**config.mk**
```make
export PLATFORM = sky130hd
export DESIGN_NAME = period_timer
export DESIGN_NICKNAME = d
export VERILOG_FILES = /design/src/rtl/period_timer.sv
export SDC_FILE = /design/constraint.sdc
export NUM_CORES = 1
export LEC_CHECK = 0
export BUFFER_PORTS_ARGS = -buffer_cell sky130_fd_sc_hd__buf_2
export CORE_UTILIZATION = 35
export CTS_CLUSTER_DIAMETER = 100
export DETAILED_ROUTE_END_ITERATION = 8
export GPL_TIMING_DRIVEN = 0
export PLACE_DENSITY = 0.53
export SLEW_MARGIN = 20
export SYNTH_ARGS = -nofsm -noshare
export SYNTH_HDL_FRONTEND = slang
export SYNTH_SLANG_ARGS = --single-unit
```
**constraint.sdc**
```tcl
create_clock -name clk -period 4.1 [get_ports clk]
set_clock_uncertainty 0.2 [all_clocks]
set_input_delay 0.41 -clock clk [delete_from_list [all_inputs] [get_ports clk]]
set_output_delay 0.41 -clock clk [all_outputs]
set_load 0.03 [all_outputs]
```
**src/rtl/period_timer.sv**
```systemverilog
module period_timer #(
  parameter int CW = 8,
  parameter int PSW = 4,
  parameter int AW = 3
) (
  input  logic          clk,
  input  logic          rst_n,
  input  logic          reg_wr,
  input  logic [AW-1:0] reg_addr,
  input  logic [CW-1:0] reg_wdata,
  output logic [CW-1:0] reg_rdata,
  output logic          match_o,
  output logic          irq_o
);
  localparam logic [AW-1:0] A_CNT  = AW'(0);
  localparam logic [AW-1:0] A_PER  = AW'(1);
  localparam logic [AW-1:0] A_CTL  = AW'(2);
  localparam logic [AW-1:0] A_FLAG = AW'(3);
  localparam logic [AW-1:0] A_EN   = AW'(4);

  logic [1:0]     qdiv;
  logic [3:0]     pre_cnt, pre_lim;
  logic [PSW-1:0] post_cnt;
  logic [CW-1:0]  cnt, period;
  logic [6:0]     ctl;
  logic           flag, en, match_q;

  wire run     = ctl[2];
  wire [PSW-1:0] post_lim = ctl[6:3];
  wire wr_cnt  = reg_wr && reg_addr == A_CNT;
  wire wr_per  = reg_wr && reg_addr == A_PER;
  wire wr_ctl  = reg_wr && reg_addr == A_CTL;
  wire wr_flag = reg_wr && reg_addr == A_FLAG;
  wire wr_en   = reg_wr && reg_addr == A_EN;
  wire qtick   = qdiv == 2'd3;
  wire tick    = qtick && run && pre_cnt == pre_lim;
  wire hit     = tick && cnt == period;
  wire post_hit = hit && post_cnt == post_lim;

  always_comb begin
    case (ctl[1:0])
      2'b00:   pre_lim = 4'd0;
      2'b01:   pre_lim = 4'd3;
      default: pre_lim = 4'd15;
    endcase
  end

  always_ff @(posedge clk) begin
    if (!rst_n) qdiv <= '0;
    else        qdiv <= qdiv + 2'd1;
  end

  always_ff @(posedge clk) begin
    if (!rst_n || wr_cnt || wr_ctl) pre_cnt <= '0;
    else if (qtick && run)          pre_cnt <= (pre_cnt == pre_lim) ? 4'd0 : pre_cnt + 4'd1;
  end

  always_ff @(posedge clk) begin
    if (!rst_n)     cnt <= '0;
    else if (wr_cnt) cnt <= reg_wdata;
    else if (tick)   cnt <= hit ? '0 : cnt + CW'(1);
  end

  always_ff @(posedge clk) begin
    if (!rst_n || wr_cnt || wr_ctl) post_cnt <= '0;
    else if (hit) post_cnt <= (post_cnt == post_lim) ? '0 : post_cnt + PSW'(1);
  end

  always_ff @(posedge clk) begin
    if (!rst_n) begin
      period  <= '1;
      ctl     <= '0;
      flag    <= 1'b0;
      en      <= 1'b0;
      match_q <= 1'b0;
    end else begin
      match_q <= hit;
      if (wr_per) period <= reg_wdata;
      if (wr_ctl) ctl <= reg_wdata[6:0];
      if (wr_en)  en <= reg_wdata[0];
      flag <= post_hit | (wr_flag ? reg_wdata[0] : flag);
    end
  end

  always_comb begin
    case (reg_addr)
      A_CNT:   reg_rdata = cnt;
      A_PER:   reg_rdata = period;
      A_CTL:   reg_rdata = {1'b0, ctl};
      A_FLAG:  reg_rdata = {7'd0, flag};
      A_EN:    reg_rdata = {7'd0, en};
      default: reg_rdata = '0;
    endcase
  end

  assign match_o = match_q;
  assign irq_o   = flag & en;

  p_match_pulse_r3: assert property (@(posedge clk) disable iff (!rst_n)
    match_q |=> !match_q);
  p_count_clear_r3: assert property (@(posedge clk) disable iff (!rst_n)
    match_q && !$past(wr_cnt) |-> cnt == '0);
  p_hold_off_r5: assert property (@(posedge clk) disable iff (!rst_n)
    !run && !wr_cnt |=> $stable(cnt));
  p_flag_source_r7: assert property (@(posedge clk) disable iff (!rst_n)
    $rose(flag) && !$past(wr_flag) |-> match_q);
endmodule

```
* Word level (Yosys, flattened, before mapping)
Index checks and enable logic that the tools add are counted.
** Storage, ports and cells
- Register bits :: 36
- Input bits :: 14
- Output and inout port bits :: 10
- Logic and storage cells :: 47
** Cells by class
- Add/subtract/negate cells :: 4
- Eq/ne operators :: 9
- Muxes and demuxes :: 8
- Bitwise logic cells :: 2
- Reductions and logical operators :: 15
** Operator list (count)
- 8-bit one-hot mux with 5 select lines :: 1
- 8-bit 2-to-1 mux :: 3
- 1-bit logical AND :: 9
- 4-bit by 1-bit adder with 4-bit output (second input constant) :: 2
- 8-bit by 1-bit adder with 8-bit output (second input constant) :: 1
- 4-bit equality test :: 2
- 8-bit equality test :: 1
- 4-bit 2-to-1 mux :: 2
- 4-bit one-hot mux with 2 select lines :: 1
- 3-bit by 2-bit equality test with 1-bit output (second input constant) :: 2
- 3-bit by 1-bit equality test with 1-bit output (second input constant) :: 1
- 3-bit equality test (second input constant) :: 1
- 3-bit zero test :: 1
- 2-bit by 1-bit adder with 2-bit output (second input constant) :: 1
- 2-bit by 1-bit equality test with 1-bit output (second input constant) :: 1
- 2-bit equality test (second input constant) :: 1
- 2-bit zero test :: 1
- 1-bit logical OR :: 2
- 2-bit nonzero test :: 1
- 1-bit bitwise AND :: 1
- 1-bit zero test :: 1
- 1-bit 2-to-1 mux :: 1
- 1-bit OR :: 1

* Depth between registers and ports, before layout
Gate-level depths: netlist (run 1).
- Word-level depth :: 8
- Depth in mapped cells :: 7
- Mapped depth without buffers :: 6

* Worst setup path before layout (run 1)
Ideal clock, no wire load.
- Kind :: in2out
- From :: input port reg_addr[2]
- To :: output port reg_rdata[0]
- Arrival time :: 1536 ps
- Required time :: 3490 ps
- Slack :: 1954 ps
- Stages on the path :: 3
- Buffers on the path :: 1
- Path through :: clkbuf_1 > nand2_1 > o32ai_1
** On the way
- Longest elaborated chain between the ends :: 2
- Elaborated cells on any way between the ends :: 6
- Classes of those cells :: eq/ne: 4; mux: 1; reduce/logical: 1
** RTL lines
- start: declaration :: line 9 : input logic [AW-1:0] reg_addr,
- 3-bit equality test (tied with other cells) :: line 86 : case (reg_addr)
- 8-bit one-hot mux with 5 select lines * :: line 86
- end: declaration :: line 11 : output logic [CW-1:0] reg_rdata,
Mark *: on every way between the ends. The rest lies on a longest branch, timed or not.

* Worst setup path after layout (run 1)
- From :: input port reg_addr[1]
- To :: output port reg_rdata[6]
Same word-level chain as after synthesis.

==> results.sh, run 1 <==
export IMPL_ys_flop_type="dfxtp_1"
export IMPL_cts_tree="yes"
export IMPL_max_stage_delay_ps=480
export IMPL_final_common_cell="dfxtp_1"
export IMPL_comb_power_share=0.100
export IMPL_crit_family="buffers and inverters"
export IMPL_tightest_slew_ps=886
export IMPL_p_int_mw=0.602
export IMPL_ys_seq_elements=36
export IMPL_core_area_um2=5540
export IMPL_ys_top_cells_by_area="dfxtp_1 35%, mux2i_1 7.9%, nand2_1 6.1%, nor2_1 5.0%, a21oi_1 4.9%"
export IMPL_post_route_period_util=0.581
export IMPL_outcome="complete, no violations"
export IMPL_drc=0
export IMPL_track_usage=0.186
export IMPL_dr_total_vias=1850
export IMPL_synth_edff_count=0
export IMPL_max_slew_margin=0.405
export IMPL_layout_common_cells="36 x dfxtp_1, 33 x nand2_1, 27 x nor2_1"
export IMPL_busiest_layer="met2"
export IMPL_clk_pin_slew_ps=80
export IMPL_drt_first_iter_violations=131
export IMPL_min_period_ps=2380
export IMPL_worstHoldPathType="input port to register"
export IMPL_grt_first_pass_wirelength_mm=8.78
export IMPL_placementRows=27
export IMPL_slew_viol_final=0
export IMPL_dp_hpwl_mm=3.86
export IMPL_syn_area_um2=2040
export IMPL_cp_end_kind="primary output"
export IMPL_critPathBufInv=3
export IMPL_path_max_fanout=10
export IMPL_setup_tns_final_ps=0
export IMPL_yosysTopAreaCellShare=0.354
export IMPL_grt_remaining_overflow=0
export IMPL_wl_per_cell_um=14.6
export IMPL_p_sw_mw=0.190
export IMPL_arrival_ps=1770
export IMPL_fin_area_um2=2370
export IMPL_antenna_found_initial=0
export IMPL_power_frac_seq=0.462
export IMPL_leakagePower_nw=0.925
export IMPL_hold_buffers=0
export IMPL_grt_use_met1=0.255
export IMPL_p_per_area_nw_per_um2=334
export IMPL_finalSetupViolCount=0
export IMPL_crit_chain="buf_2 -> buf_1 -> nor2b_1 -> a21oi_1 -> nor2_1 -> buf_2"
export IMPL_root_buffer="clkbuf_8"
export IMPL_syn_nets=267
export IMPL_avgSynthCellArea_um2=8.18
export IMPL_vias_per_cell=5.26
export IMPL_dieArea_um2=6130
export IMPL_start_util=0.367
export IMPL_synthArstFlopShare=0
export IMPL_antenna_left=0
export IMPL_ir_worst_vdd_v=0.000180
export IMPL_synth_cell_types=42
export IMPL_n_antenna_cell=0
export IMPL_path_common_cell="buf_2"
export IMPL_cts_setup_buffers=0
export IMPL_portBuffers=23
export IMPL_grtUsageMet2=0.274
export IMPL_cts_repair_resized=0
export IMPL_nFillCells=569
export IMPL_grt_pass1_vias=1703
export IMPL_clock_latency_ps=290
export IMPL_numClockSinks=36
export IMPL_fp_dieW_um=78.3
export IMPL_htreeDepth=2
export IMPL_routabilityCongestion=0.777
export IMPL_swShare=0.240
export IMPL_clkPwrFrac=0.438
export IMPL_hold_viol_final=0
export IMPL_rsz0062_at_grt="no"
export IMPL_io_pins=24
export IMPL_nNetsFinal=297
export IMPL_drive_above_1_share=0.146
export IMPL_grt_max_degree=12
export IMPL_seq_area_frac_synth=0.354
export IMPL_synth_largest_area_cell="dfxtp_1"
export IMPL_cts_buffers_inserted=5
export IMPL_synthCells=249
export IMPL_max_freq_mhz=420
export IMPL_start_kind="input port"
export IMPL_cts_buffer_depth=2
export IMPL_use_met3=0.0395
export IMPL_die_y_um=78.3
export IMPL_maxCapViolations=0
export IMPL_crit_slowest_cell="nor2b_1"
export IMPL_crit_type="input port to primary output"
export IMPL_dr_pass1_iters=4
export IMPL_required_ps=3490
export IMPL_syn2layout_area_growth_pct=16.3
export IMPL_totalWireLength_mm=5.15
export IMPL_dpl_cell_area_um2=2240
export IMPL_yosysWarnings=0
[cell type report]
cell class | instances | area (um^2) | area share
flip-flops and latches | 36 | 721 | 0.304
well taps | 72 | 90.1 | 0.0381
clock inverters | 1 | 30.0 | 0.0127
plain buffers | 15 | 80.1 | 0.0338
clock buffers | 7 | 96.3 | 0.0407
multi-input cells | 195 | 1220 | 0.517
inverters | 3 | 11.3 | 0.00476
repair buffers | 23 | 115 | 0.0486
[tightest hold or removal path, stage by stage]
cell,delay [ps]
buf_2,90
nand2_1,40
nand3_1,60
[through the flow]
stage                     power [mW]  hold WS (ps)  instances  utilization  setup slack, ps
after global routing           0.827           169        352        0.427             1550
final                          0.791           150        352        0.427             1720
after global placement         0.453           215        344        0.404             1720
after floorplan                0.424           199        249            -             1950
after detailed placement       0.453           221        344        0.404             1700
after CTS                      0.800           145        352        0.427             1690
[worst paths after layout]
kind | start | end | slack, ps | cells past startpoint
hold reg to reg | qdiv[0] | qdiv[0] | 220 | 1
hold / removal | reg_wdata[7] | period[7] | 150 | 3
setup reg to reg | cnt[2] | post_cnt[0] | 1840 | 7
setup / recovery | reg_addr[1] | reg_rdata[6] | 1720 | 6
[routing by layer]
metal	part of all wire	vias up
met5	0	-
met1	0.50	849
met2	0.43	40
met3	0.036	14
met4	0.029	0
li1	-	947
[state kept, by name, summed over array words and instances (netlist names)]
name,flops
cnt,8
match_o,1
pre_cnt,4
ctl,7
qdiv,2
post_cnt,4
flag,1
period,8
en,1
[power groups by stage]
stage | clock network, mW | logic, mW | registers, mW
final | 0.346 | 0.0791 | 0.366
after global routing | 0.373 | 0.0877 | 0.367
after CTS | 0.355 | 0.0796 | 0.366
after detailed placement | 0 | 0.0792 | 0.374
after global placement | 0 | 0.0786 | 0.374
after floorplan | 0 | 0.0527 | 0.371
[cell usage after synthesis, types with 5 or more instances]
cell type / count
xnor2_1: 8
nor2_1: 27
nand4_1: 12
a21oi_1: 20
nand3_1: 14
clkbuf_1: 11
nor3_1: 5
mux2i_1: 16
a2bb2oi_1: 6
xor2_1: 11
nand2_1: 33
dfxtp_1: 36
[logic make-up (layout without fill, tap and decap cells)]
logic type / count (synthesis) / in the layout / share of synthesized area
compound gates: 39 / 39 / 0.118
fa+ha+maj: 4 / 4 / 0.0246
flops: 36 / 36 / 0.354
mux: 17 / 17 / 0.0897
xor+xnor: 19 / 19 / 0.0817
buf+inv: 18 / 49 / 0.0449
simple gates: 116 / 116 / 0.287
Note: power is estimated with default switching activity, not from simulation.
==> run 2, diff against run 1 <==
PLACE_DENSITY = 0.55   (was 0.53)
clock period = 1.97 ns   (was 4.1 ns; I/O delays follow)
==> results.sh, run 2 (synthesis results as in run 1) <==
export IMPL_final_common_cell="nand2_1"
export IMPL_whs_path_depth=3
export IMPL_n_antenna_cell=0
export IMPL_maxCapViolations=0
export IMPL_p_total_mw=1.49
export IMPL_nNetsFinal=306
export IMPL_whs_endpoint="period[0]"
export IMPL_portBuffers=23
export IMPL_reg_top3="cnt (8), period (8), ctl (7)"
export IMPL_grt_pass1_vias=1778
export IMPL_antenna_left=0
export IMPL_fin_area_um2=2490
export IMPL_antenna_found_initial=0
export IMPL_start_kind="register"
export IMPL_drive_above_1_share=0.201
export IMPL_totalWireLength_mm=5.29
export IMPL_numClockSinks=36
export IMPL_drc=0
export IMPL_fp_dieW_um=78.3
export IMPL_wl_per_cell_um=14.7
export IMPL_vias_per_cell=5.28
export IMPL_cts_buffers_inserted=5
export IMPL_grt_first_pass_wirelength_mm=9.03
export IMPL_ir_worst_vdd_v=0.000268
export IMPL_reg2reg_depth=7
export IMPL_grt_max_degree=11
export IMPL_die_y_um=78.3
export IMPL_violations="negative setup slack"
export IMPL_core_area_um2=5540
export IMPL_worstHoldPathType="input port to register"
export IMPL_rrSetupSlack_ps=-50
export IMPL_placementRows=27
export IMPL_clk_pin_slew_ps=70
export IMPL_dr_pass1_iters=4
export IMPL_min_period_ps=2020
export IMPL_max_slew_margin=0.379
export IMPL_p_per_area_nw_per_um2=599
export IMPL_arrival_ps=2040
export IMPL_finalSetupViolCount=11
export IMPL_path_max_fanout=10
export IMPL_dpl_cell_area_um2=2240
export IMPL_r2r_start="pre_cnt[2]"
export IMPL_slew_viol_final=0
export IMPL_rsz0062_at_grt="yes"
export IMPL_routabilityCongestion=0.780
export IMPL_root_buffer="clkbuf_8"
export IMPL_max_stage_delay_ps=550
export IMPL_grt_remaining_overflow=0
export IMPL_syn2layout_area_growth_pct=22.2
export IMPL_required_ps=1990
export IMPL_layout_common_cells="33 x nand2_1, 30 x dfxtp_1, 27 x nor2_1"
export IMPL_clock_latency_ps=280
export IMPL_io_pins=24
export IMPL_leakagePower_nw=0.974
export IMPL_crit_slowest_cell="or4b_4"
export IMPL_max_freq_mhz=494
export IMPL_crit_chain="or4b_4 -> a21oi_4 -> o21a_1 -> buf_6 -> buf_12 -> nand4_1 -> a21oi_1"
export IMPL_hold_viol_final=0
export IMPL_track_usage=0.188
export IMPL_nFillCells=575
export IMPL_r2r_end="cnt[5]"
export IMPL_cp_end_kind="register"
export IMPL_finalWorstSetupSlack_ps=-53.4
export IMPL_drt_first_iter_violations=160
export IMPL_htreeDepth=2
export IMPL_cts_buffer_depth=2
export IMPL_crit_type="register to register"
export IMPL_tightest_slew_ps=925
export IMPL_hp_start="reg_wdata[0]"
export IMPL_dr_total_vias=1906
export IMPL_outcome="finished with violations"
export IMPL_dieArea_um2=6130
export IMPL_start_util=0.367
export IMPL_cts_tree="yes"
export IMPL_dp_hpwl_mm=3.79
export IMPL_post_route_period_util=1.03
## run 2: cell types whose count changed in the layout (fill, tap and decap cells not counted), moves of 2 or more
cell / delta
buf_2: +2
clkbuf_1: -2
nor4_2: +2
dfxtp_1: -6
buf_4: +4
nor4_1: -3
dlygate4sd3_1: +7
dfxtp_2: +6
## run 2: critical path, delay by kind of cell, from the launching register on
kind | cells | cell delay [ps]
flops | 1 | 350
simple gates | 2 | 650
compound gates | 3 | 490
buf+inv | 2 | 270
## run 2: through the flow
step	hold slack (ps)	cells	setup TNS [ps]	setup WS (ps)	utilization
finish	10.1	361	-358	-53.4	0.449
global route	26.1	361	-1760	-166	0.449
CTS	7.08	360	-725	-84.9	0.443
detailed placement	220	344	-3230	-327	0.404
global placement	214	344	-2870	-302	0.404
floorplan	121	249	0	44.2	-
## run 2: report_power, final
part	internal, mW	total, mW	leakage (nW)	switching (mW)
clock network	0.286	0.548	0.0455	0.262
logic	0.0712	0.177	0.633	0.106
registers	0.745	0.765	0.295	0.0196
total	1.10	1.49	0.974	0.388
## run 2: cell type report
type                       count  area, um^2  share of cell area
timing repair buffer          35         226              0.0910
buffer                        12        71.3              0.0287
clock buffer                   8        90.1              0.0362
sequential                    36         728               0.293
multi-input combinational    195        1270               0.511
inverter                       3        11.3             0.00452
tap                           72        90.1              0.0362
## run 2: layer usage
metal	vias to the layer above	track usage	wire length, um
met3	8	0.0314	170
met4	0	0.0574	93
met2	39	0.303	2480
li1	962	-	-
met1	897	0.254	2550
met5	-	0	0
## run 2: worst max-delay path by stage
stage                              to  cells after the start  slack, ps  startpoint
after global placement        match_o                      6       -300      cnt[5]
final                          cnt[5]                      7        -50  pre_cnt[2]
after detailed placement  post_cnt[0]                      7       -330      cnt[5]
after CTS                      cnt[5]                      7        -80  pre_cnt[2]
after global routing           cnt[6]                      7       -170  pre_cnt[2]
after floorplan           post_cnt[0]                      7         40  pre_cnt[2]
## run 2: repair_timing
action                                  CTS  global route
hold buffers                              7             0
hold endpoints to repair                 12             0
setup buffers                             2             2
gates resized for setup                  10             9
pin swaps                                 7             4
cloned                                    1             0
endpoints found under the setup margin   15            14
==> run 3, diff against run 2 <==
--- a/constraint.sdc
+++ b/constraint.sdc
@@ -4,2 +4,2 @@
 set_output_delay 0.197 -clock clk [all_outputs]
-set_load 0.03 [all_outputs]
+set_load 0.005 [all_outputs]
==> results.sh, run 3 (synthesis results as in run 1) <==
export IMPL_outcome="finished with violations"
export IMPL_violations="negative setup slack"
export IMPL_p_sw_mw=0.373
export IMPL_start_kind="register"
export IMPL_worstSetupStartpoint="pre_cnt[2]"
export IMPL_n_antenna_cell=0
export IMPL_grt_max_degree=11
export IMPL_ir_worst_vdd_v=0.000267
export IMPL_crit_chain="or4b_4 -> a21oi_4 -> o21a_1 -> buf_6 -> buf_12 -> nand4_1 -> a21oi_1"
export IMPL_nFillCells=575
export IMPL_nNetsFinal=306
export IMPL_portBuffers=23
export IMPL_numClockSinks=36
export IMPL_crit_type="register to register"
export IMPL_die_y_um=78.3
export IMPL_slew_viol_final=0
export IMPL_hold_viol_final=0
export IMPL_maxCapViolations=0
export IMPL_drive_above_1_share=0.201
export IMPL_drt_first_iter_violations=160
export IMPL_cts_buffer_depth=2
export IMPL_crit_slowest_cell="or4b_4"
export IMPL_dr_pass1_iters=4
export IMPL_tightest_slew_ps=925
export IMPL_path_max_fanout=10
export IMPL_dieArea_um2=6130
export IMPL_reg2reg_depth=7
export IMPL_final_common_cell="nand2_1"
export IMPL_rrSetupSlack_ps=-50
export IMPL_wl_per_cell_um=14.7
export IMPL_max_slew_margin=0.378
export IMPL_clk_pin_slew_ps=70
export IMPL_r2r_start="pre_cnt[2]"
export IMPL_max_stage_delay_ps=550
export IMPL_p_per_area_nw_per_um2=592
export IMPL_htreeDepth=2
export IMPL_track_usage=0.188
export IMPL_rsz0062_at_grt="yes"
export IMPL_routabilityCongestion=0.780
export IMPL_syn2layout_area_growth_pct=22.2
export IMPL_dp_hpwl_mm=3.79
export IMPL_start_util=0.367
export IMPL_leakagePower_nw=0.974
export IMPL_reg_top3="cnt (8), period (8), ctl (7)"
export IMPL_setup_tns_final_ps=-358
export IMPL_placementRows=27
export IMPL_hp_start="reg_wdata[0]"
export IMPL_fp_dieW_um=78.3
export IMPL_p_int_mw=1.10
export IMPL_whs_endpoint="period[0]"
export IMPL_cp_end_kind="register"
export IMPL_grt_remaining_overflow=0
export IMPL_arrival_ps=2040
export IMPL_clock_latency_ps=280
export IMPL_comb_power_share=0.110
export IMPL_finalWorstSetupSlack_ps=-53.4
export IMPL_cts_buffers_inserted=5
export IMPL_root_buffer="clkbuf_8"
export IMPL_power_frac_seq=0.519
export IMPL_whs_path_depth=3
export IMPL_grt_first_pass_wirelength_mm=9.03
export IMPL_max_freq_mhz=494
export IMPL_io_pins=24
export IMPL_vias_per_cell=5.28
export IMPL_antenna_left=0
export IMPL_drc=0
export IMPL_finalSetupViolCount=11
export IMPL_required_ps=1990
export IMPL_cts_tree="yes"
export IMPL_worstHoldPathType="input port to register"
export IMPL_min_period_ps=2020
export IMPL_layout_common_cells="33 x nand2_1, 30 x dfxtp_1, 27 x nor2_1"
export IMPL_r2r_end="cnt[5]"
export IMPL_dr_total_vias=1906
export IMPL_swShare=0.253
export IMPL_postLayoutCoreUtil=0.449
export IMPL_antenna_found_initial=0
export IMPL_stdcell_count=361
export IMPL_totalWireLength_mm=5.29
export IMPL_clkPwrFrac=0.372
export IMPL_crit_cells=7
export IMPL_post_route_period_util=1.03
export IMPL_core_area_um2=5540
export IMPL_grt_pass1_vias=1778
export IMPL_crit_family="simple AND/OR/NAND/NOR gates"
export IMPL_critPathBufInv=2
export IMPL_placed_cells=344
[run 3: cell types whose count changed in the layout (fill, tap and decap cells not counted), sizes merged]
cell    delta
buf        -1
clkbuf     +1
[run 3: per-layer routing]
layer / vias up / GRT usage / wire [um]
met5: - / 0 / 0
met4: 0 / 0.0574 / 93
met3: 8 / 0.0314 / 170
met2: 39 / 0.303 / 2480
met1: 897 / 0.254 / 2550
li1: 962 / - / -
[run 3: worst max-delay path by stage]
stage / end / slack (ps)
after floorplan: post_cnt[0] / 40
after global placement: match_o / -300
after detailed placement: post_cnt[0] / -330
after CTS: cnt[5] / -80
after global routing: cnt[6] / -170
final: cnt[5] / -50
[run 3: metrics by stage]
stage | hold slack, ps | instance area (um^2) | worst slack [ps] | total power, mW
final | 10.1 | 2490 | -53.4 | 1.47
after CTS | 7.08 | 2450 | -84.9 | 1.49
after detailed placement | 220 | 2240 | -327 | 0.927
after global placement | 214 | 2240 | -302 | 0.926
after floorplan | 121 | 2040 | 44.2 | 0.868
after global routing | 26.1 | 2490 | -166 | 1.54
[run 3: cell type report]
class                           count  area (um^2)  share of cell area
Timing Repair Buffer               35          226              0.0910
Buffer                             12         71.3              0.0287
Tap cell                           72         90.1              0.0362
Sequential cell                    36          728               0.293
Multi-Input combinational cell    195         1270               0.511
Clock buffer                        8         90.1              0.0362
Inverter                            3         11.3             0.00452
[run 3: power groups by stage]
stage	sequential [mW]	combinational, mW	clock, mW
detailed placement	0.778	0.149	0
finish	0.765	0.162	0.548
global placement	0.778	0.147	0
global route	0.767	0.181	0.596
CTS	0.763	0.161	0.564
floorplan	0.773	0.0946	0
[run 3: repair_timing]
item	4_1_cts	5_1_grt
setup endpoints to repair	14	20
hold buffers	7	0
cloned	1	0
endpoints found under the hold margin	12	0
gates resized for setup	9	10
setup buffers	2	2
pin swaps	7	4
[run 3: worst reg2reg max path, delay by kind of cell, from the launching register on]
kind	cells	cell delay, ps
buf+inv	2	270
compound gates	3	490
flops	1	350
simple gates	2	650
